### src/rtl/cco_pkg.sv
package cco_pkg;

  typedef enum logic [1:0] {
    CH_OFF    = 2'b00,
    CH_BYPASS = 2'b01,
    CH_FLOW   = 2'b10,
    CH_RSVD   = 2'b11
  } chain_opt_e;

  typedef enum logic [1:0] {
    ST_IDLE   = 2'b00,
    ST_BYPASS = 2'b01,
    ST_FLOW   = 2'b10,
    ST_DONE   = 2'b11
  } ovf_state_e;

  // Forwarding state selected when the local device reports completion.
  function automatic ovf_state_e pick_mode(input logic [1:0] opt, input logic par);
    ovf_state_e res;
    case (opt)
      CH_BYPASS: res = ST_BYPASS;
      CH_FLOW:   res = par ? ST_FLOW : ST_IDLE;
      default:   res = ST_IDLE;
    endcase
    return res;
  endfunction

endpackage

### src/rtl/cco_mode_ctrl.sv
module cco_mode_ctrl
  import cco_pkg::*;
(
  input  logic       clk,
  input  logic       rst_n,
  input  logic       par_mode,
  input  logic [1:0] chain_opt,
  input  logic       self_dl,
  input  logic       local_done,
  input  logic       wake_done,
  output ovf_state_e state,
  output logic       lat_par
);

  ovf_state_e state_q;
  logic       par_q;

  always_ff @(posedge clk or negedge rst_n) begin
    if (!rst_n) begin
      state_q <= ST_IDLE;
      par_q   <= 1'b0;
    end else begin
      case (state_q)
        ST_IDLE: begin
          if (local_done && !self_dl) begin
            state_q <= pick_mode(chain_opt, par_mode);
            par_q   <= par_mode;
          end
        end
        ST_BYPASS, ST_FLOW: begin
          if (wake_done) state_q <= ST_DONE;
        end
        default: state_q <= ST_DONE;
      endcase
    end
  end

  assign state   = state_q;
  assign lat_par = par_q;

endmodule

### src/rtl/cco_bypass_shift.sv
module cco_bypass_shift #(
  parameter int BYTE_W = 8
) (
  input  logic              clk,
  input  logic              rst_n,
  input  logic              ser_en,
  input  logic              par_en,
  input  logic              clear,
  input  logic              ser_in,
  input  logic [BYTE_W-1:0] byte_in,
  input  logic              byte_vld,
  output logic              bit_q,
  output logic              busy,
  output logic              load
);

  localparam int CNT_W = $clog2(BYTE_W + 1);

  logic [BYTE_W-1:0] shreg;
  logic [CNT_W-1:0]  cnt;
  logic              bq;

  assign busy = (cnt != '0);
  assign load = par_en && byte_vld && !busy;

  always_ff @(posedge clk or negedge rst_n) begin
    if (!rst_n) begin
      bq    <= 1'b1;
      shreg <= '0;
      cnt   <= '0;
    end else if (clear) begin
      bq    <= 1'b1;
      cnt   <= '0;
    end else begin
      if (ser_en) bq <= ser_in;
      if (par_en) begin
        if (load) begin
          shreg <= byte_in;
          cnt   <= CNT_W'(BYTE_W);
        end else if (busy) begin
          bq    <= shreg[BYTE_W-1];
          shreg <= shreg << 1;
          cnt   <= cnt - 1'b1;
        end
      end
    end
  end

  assign bit_q = bq;

endmodule

### src/rtl/cfg_chain_overflow.sv
module cfg_chain_overflow
  import cco_pkg::*;
#(
  parameter int BYTE_W = 8
) (
  input  logic              clk,
  input  logic              rst_n,
  input  logic              par_mode,
  input  logic [1:0]        chain_opt,
  input  logic              self_dl,
  input  logic              ser_in,
  input  logic [BYTE_W-1:0] byte_in,
  input  logic              byte_vld,
  input  logic              local_done,
  input  logic              wake_done,
  output logic              dout,
  output logic              cs_out_n,
  output logic              local_hiz,
  output logic              shift_busy
);

  ovf_state_e state;
  logic       lat_par;
  logic       in_idle, in_bypass, in_flow, finished;
  logic       ser_en, par_en, leave_fwd, byte_load;

  cco_mode_ctrl u_ctrl (
    .clk        (clk),
    .rst_n      (rst_n),
    .par_mode   (par_mode),
    .chain_opt  (chain_opt),
    .self_dl    (self_dl),
    .local_done (local_done),
    .wake_done  (wake_done),
    .state      (state),
    .lat_par    (lat_par)
  );

  assign in_idle   = (state == ST_IDLE);
  assign in_bypass = (state == ST_BYPASS);
  assign in_flow   = (state == ST_FLOW);
  assign finished  = (state == ST_DONE);
  assign ser_en    = in_bypass && !lat_par;
  assign par_en    = in_bypass && lat_par;
  assign leave_fwd = wake_done && (in_bypass || in_flow);

  cco_bypass_shift #(.BYTE_W(BYTE_W)) u_shift (
    .clk      (clk),
    .rst_n    (rst_n),
    .ser_en   (ser_en),
    .par_en   (par_en),
    .clear    (leave_fwd),
    .ser_in   (ser_in),
    .byte_in  (byte_in),
    .byte_vld (byte_vld),
    .bit_q    (dout),
    .busy     (shift_busy),
    .load     (byte_load)
  );

  assign cs_out_n  = !in_flow;
  assign local_hiz = in_flow;

endmodule

### config.mk
export PLATFORM = sky130hd
export DESIGN_NAME = cfg_chain_overflow
export DESIGN_NICKNAME = d
export VERILOG_FILES = /design/src/rtl/cco_pkg.sv /design/src/rtl/cco_mode_ctrl.sv /design/src/rtl/cco_bypass_shift.sv /design/src/rtl/cfg_chain_overflow.sv
export SDC_FILE = /design/constraint.sdc
export NUM_CORES = 1
export LEC_CHECK = 0
export CELL_PAD_IN_SITES_DETAIL_PLACEMENT = 1
export CELL_PAD_IN_SITES_GLOBAL_PLACEMENT = 2
export CORE_MARGIN = 2
export CORE_UTILIZATION = 38
export DETAILED_ROUTE_END_ITERATION = 12
export DONT_BUFFER_PORTS = 1
export PLACE_DENSITY = 0.84
export SLEW_MARGIN = 20
export SYNTH_ARGS = -nofsm -noshare
export SYNTH_HDL_FRONTEND = slang
export SYNTH_HIERARCHICAL = 1
export SYNTH_SLANG_ARGS = --single-unit
### constraint.sdc
create_clock -name clk -period 2.4 [get_ports clk]
set_clock_uncertainty 0.1 [all_clocks]
set_input_delay 0.48 -clock clk [delete_from_list [all_inputs] [get_ports clk]]
set_output_delay 0.48 -clock clk [all_outputs]
set_load 0.02 [all_outputs]
; ---- Yosys cells after proc, flatten, opt, wreduce, memory -nomap -nowiden
; Cells that the tools add are included.
[classes]
n_addsub = 1
n_eq_ne = 6
n_mux = 16
n_bitwise = 1
n_reduce_logical = 21
[op_table]
columns = operator, count
row1 = $mux W4, 4
row2 = $mux W8, 2
row3 = $pmux W2 S2, 2
row4 = $logic_and A1 B1 Y1, 6
row5 = $mux W2, 3
row6 = $reduce_and A2 Y1, 3
row7 = $mux W1, 5
row8 = $eq A2 B1 Y1 const B, 2
row9 = $eq A2 B2 Y1 const B, 2
row10 = $logic_not A1 Y1, 4
row11 = $reduce_bool A2 Y1, 2
row12 = $reduce_bool A4 Y1, 1
row13 = $sub A4 B1 Y4 const B, 1
row14 = $reduce_and A3 Y1, 1
row15 = $reduce_bool A3 Y1, 1
row16 = $logic_not A2 Y1, 1
row17 = $ne A2 B1 Y1 const B, 1
row18 = $ne A2 B2 Y1 const B, 1
row19 = $reduce_or A2 Y1, 1
row20 = $logic_or A1 B1 Y1, 1
row21 = $not A1 Y1, 1
[totals]
reg_bits = 16
in_bits = 18
out_inout_bits = 4
elab_cells = 50

; ---- Longest topological paths before layout
[depth]
ltp_word = 7
ltp_mapped = 8
mapped_depth_nobuf = 6

; ---- Hierarchy
; Netlist, hierarchy kept.
[modules_own_cells]
columns = module, n_inst, cells_each, area_each_um2, seq_area_each_um2
row1 = cco_bypass_shift, 1, 62, 670.6, 326.6
row2 = cco_mode_ctrl, 1, 19, 203.9, 75.1
row3 = cfg_chain_overflow, 1, 9, 71.3, 0.0

; ---- Least setup slack after synthesis
; No wires, ideal clock.
[synth_timing]
path_kind = register -> register
startpoint = reg u_ctrl.state_q[0] (netlist: u_ctrl/state[0])
endpoint = reg u_shift.shreg[1]
setup_time_ns = 0.125
t_arrival_ns = 1.558
required_ns = 2.175
slack_ns = 0.616
stages_incl_launch_ff = 9
path_buffers = 2
synth_period_minus_slack_ns = 1.784
path_cell_list = dfrtp_1 inv_1 ha_1 nor2b_1 clkbuf_1 nor2b_1 buf_2 o21a_2 a2bb2oi_1
[synth_between]
word_cells_on_any_way = 11
cone_classes = eq/ne: 2 / mux: 1 / bitwise: 1 / reduce/logical: 7
[synth_rtl]
columns = element, line_no
row1 = "start, declared", cco_mode_ctrl.sv:15  ; ovf_state_e state_q;
row2 = "start signal, assigned", cco_mode_ctrl.sv:26  ; state_q <= pick_mode(chain_opt, par_mode);
row3 = $eq A2 B1 Y1 or $eq A2 B2 Y1 (tied branches), "cfg_chain_overflow.sv:40, cfg_chain_overflow.sv:41"
row4 = $logic_or A1 B1 Y1 (*), cfg_chain_overflow.sv:45  ; assign leave_fwd = wake_done && (in_bypass || in_flow);
row5 = $logic_and A1 B1 Y1 (*), cfg_chain_overflow.sv:45
row6 = via leave_fwd, cfg_chain_overflow.sv:25  ; logic ser_en, par_en, leave_fwd, byte_load;
row7 = $not A1 Y1 (no line) (*), --
row8 = $reduce_and A3 Y1 (no line) (*), --
row9 = "end signal, assigned", cco_bypass_shift.sv:38  ; shreg <= byte_in;
row10 = "end signal, assigned", cco_bypass_shift.sv:42  ; shreg <= shreg << 1;
row11 = "end, declared", cco_bypass_shift.sv:19  ; logic [BYTE_W-1:0] shreg;
; The timed path passes the listed nets; every way through them passes the cells marked *.
; A chain may end at the register's enable or synchronous reset.

; ---- Final worst setup path
[layout_timing]
startpoint = reg u_shift.cnt[0]
endpoint = out shift_busy
[layout_between]
elab_chain_cells = 1
[layout_lines]
columns = element, line_no
row1 = "start, declared", cco_bypass_shift.sv:20  ; logic [CNT_W-1:0] cnt;
row2 = "start signal, assigned", cco_bypass_shift.sv:39  ; cnt <= CNT_W'(BYTE_W);
row3 = "start signal, assigned", cco_bypass_shift.sv:43  ; cnt <= cnt - 1'b1;
row4 = $reduce_bool A4 Y1, cco_bypass_shift.sv:23  ; assign busy = (cnt != '0);
row5 = "end, declared", cfg_chain_overflow.sv:19  ; output logic shift_busy
; No other way between the ends.

==> flow_metrics.env <==
export IMPL_cp_top_family="flip-flops"
export IMPL_fin_crit_sh_pct=83.14
export IMPL_synth_nets=114
export IMPL_wire_per_inst_um=15.00
export IMPL_postCtsSetupRepairBufs=0
export IMPL_cp_depth=4
export IMPL_syn_inst=89
export IMPL_syn2layout_area_growth_pct=9.987
export IMPL_grt_overflow_total=0
export IMPL_crit_buf_inv=2
export IMPL_port_buffers=0
export IMPL_critical_path_class="reg -> out"
export IMPL_ctsHoldBuffers=1
export IMPL_drc=0
export IMPL_drive_above_1_share_pct=18.09
export IMPL_cp_start_kind="register"
export IMPL_routabilityCongestion=0.6771
export IMPL_die_w_um=53.73
export IMPL_die_h_um=53.73
export IMPL_clock_latency_ns=0.28
export IMPL_coreArea_um2=2410
export IMPL_reg2reg_setup_slack_ns=0.59
export IMPL_slew_headroom_pct=50.83
export IMPL_cts_max_path_buffers=2
export IMPL_ios=22
export IMPL_antenna_found_initial=0
export IMPL_drt_wl_total_um=1860
export IMPL_netlist_area_um2=939.7
export IMPL_clock_sinks=16
export IMPL_rsz0062_at_grt="no"
export IMPL_worst_slew_pin_slew_ns=0.7351
export IMPL_rows=18
export IMPL_dp_cells=119
export IMPL_power_uw=491.1
export IMPL_setup_violations=0
export IMPL_hold_ws_ns=0.2404
export IMPL_power_leakage_nw=0.4999
export IMPL_r2r_start="u_ctrl/state[0]$_DFFE_PN0P_"
export IMPL_drv_slew=0
export IMPL_grt_pass1_wl_um=3201
export IMPL_reg2reg_depth=6
export IMPL_fmax_mhz=501.1
export IMPL_cts_tree="yes"
export IMPL_h_tree_depth=1
export IMPL_worstPathArrival_ns=1.42
export IMPL_powerDensity_nw_per_um2=475.2
export IMPL_cts_resized=0
export IMPL_status="complete, no violations"
export IMPL_clkTransAtPathRegs_ns=0.09
export IMPL_worst_path_max_fanout=5
export IMPL_cp_required_ns=1.82
export IMPL_dpl_hpwl_um=1452
export IMPL_rr_endpoint="u_shift/cnt[3]$_DFFE_PN0P_"
export IMPL_crit_chain="inv_1, ha_1, nor3b_4, inv_2"
export IMPL_cts_buffers=3
export IMPL_clock_root_buffer="clkbuf_4"
export IMPL_fin_setup_tns_ns=0
export IMPL_hold_viol=0
export IMPL_finalNonFillerCells=124
export IMPL_hp_class="in -> reg"
export IMPL_cp_end_kind="primary output"
export IMPL_dr_pass1_iters=3
export IMPL_viasPerCell=5.573
export IMPL_crit_path_top_delay_cell="dfrtp_1"
export IMPL_dieArea_um2=2886
export IMPL_synth_area_per_cell_um2=10.56
export IMPL_fin_crit_ns=1.995
export IMPL_ir_drop_mv=0.2667
export IMPL_grt_pass1_vias=687
export IMPL_yosys_warnings=6
export IMPL_vias=691
export IMPL_start_util_pct=38.99
export IMPL_critPathMaxStageDelay_ns=0.44
export IMPL_diodes=0
export IMPL_grt_max_degree=17
export IMPL_fin_nets=120
export IMPL_hold_depth=1
export IMPL_grt_total_usage_pct=15.38
export IMPL_holdPathEnd="u_ctrl/lat_par$_DFFE_PN0P_"
export IMPL_drtAntennaViolNets=0
export IMPL_cap_viol_max_count=0
export IMPL_hp_start="par_mode"
export IMPL_drt_iter0_markers=2
-- flip-flops by register name, summed over array words and instances, names as in the netlist --
name            flops
u_ctrl/state        2
u_ctrl/lat_par      1
u_shift/cnt         4
u_shift/shreg       8
u_shift/bit_q       1
-- layer usage --
metal | GRT usage (%) | vias up | wire, µm
met2 | 24.19 | 8 | 913
met4 | 6.410 | 0 | 11
li1 | - | 337 | -
met1 | 20.56 | 344 | 879
met3 | 3.056 | 2 | 55
met5 | 0 | - | 0
-- power by group --
group | switching (mW) | internal (mW)
Clock | 0.0871 | 0.0923
Combinational | 0.0168 | 0.0137
Sequential | 0.00684 | 0.274
Total | 0.111 | 0.380
-- cells in the final DEF (no fill, tap or decap), drive strengths merged, types with 2 or more instances in the layout --
| master | count |
|---|---|
| dfrtp | 15 |
| ha | 7 |
| o22ai | 8 |
| buf | 3 |
| a2bb2oi | 7 |
| a21oi | 4 |
| inv | 12 |
| nand2 | 5 |
| nand2b | 2 |
| o21a | 2 |
| o32ai | 2 |
| o32a | 2 |
| clkbuf | 4 |
| nor2 | 2 |
| a211oi | 2 |
| nor2b | 4 |
-- worst max path at each step --
stage | startpoint | end | slack [ns]
after floorplan | u_ctrl/state[0]$_DFFE_PN0P_ | u_shift/shreg[1]$_DFFE_PN0P_ | 0.62
after global placement | u_shift/cnt[0]$_DFFE_PN0P_ | u_shift/shreg[5]$_DFFE_PN0P_ | 0.65
after detailed placement | u_ctrl/state[0]$_DFFE_PN0P_ | u_shift/cnt[3]$_DFFE_PN0P_ | 0.60
after CTS | u_shift/cnt[0]$_DFFE_PN0P_ | shift_busy | 0.40
after global routing | u_shift/cnt[0]$_DFFE_PN0P_ | shift_busy | 0.31
final | u_shift/cnt[0]$_DFFE_PN0P_ | shift_busy | 0.40
-- layout make-up --
type,instances,area [µm²]
clock buffers,4,36.28
fillers,271,1376
inverters,12,45.04
multi-input cells,58,480.5
flip-flops and latches,16,401.6
well taps,30,37.54
repair buffers,4,32.53
-- through the flow --
stage	util [%]	area [µm²]	worst slack [ns]
after CTS	42.89	1033	0.3972
after floorplan	-	939.7	0.6163
final	42.89	1033	0.4045
after global routing	42.89	1033	0.3098
after global placement	40.97	987.2	0.6455
after detailed placement	40.97	987.2	0.6013
(Power assumes the default switching activity.)
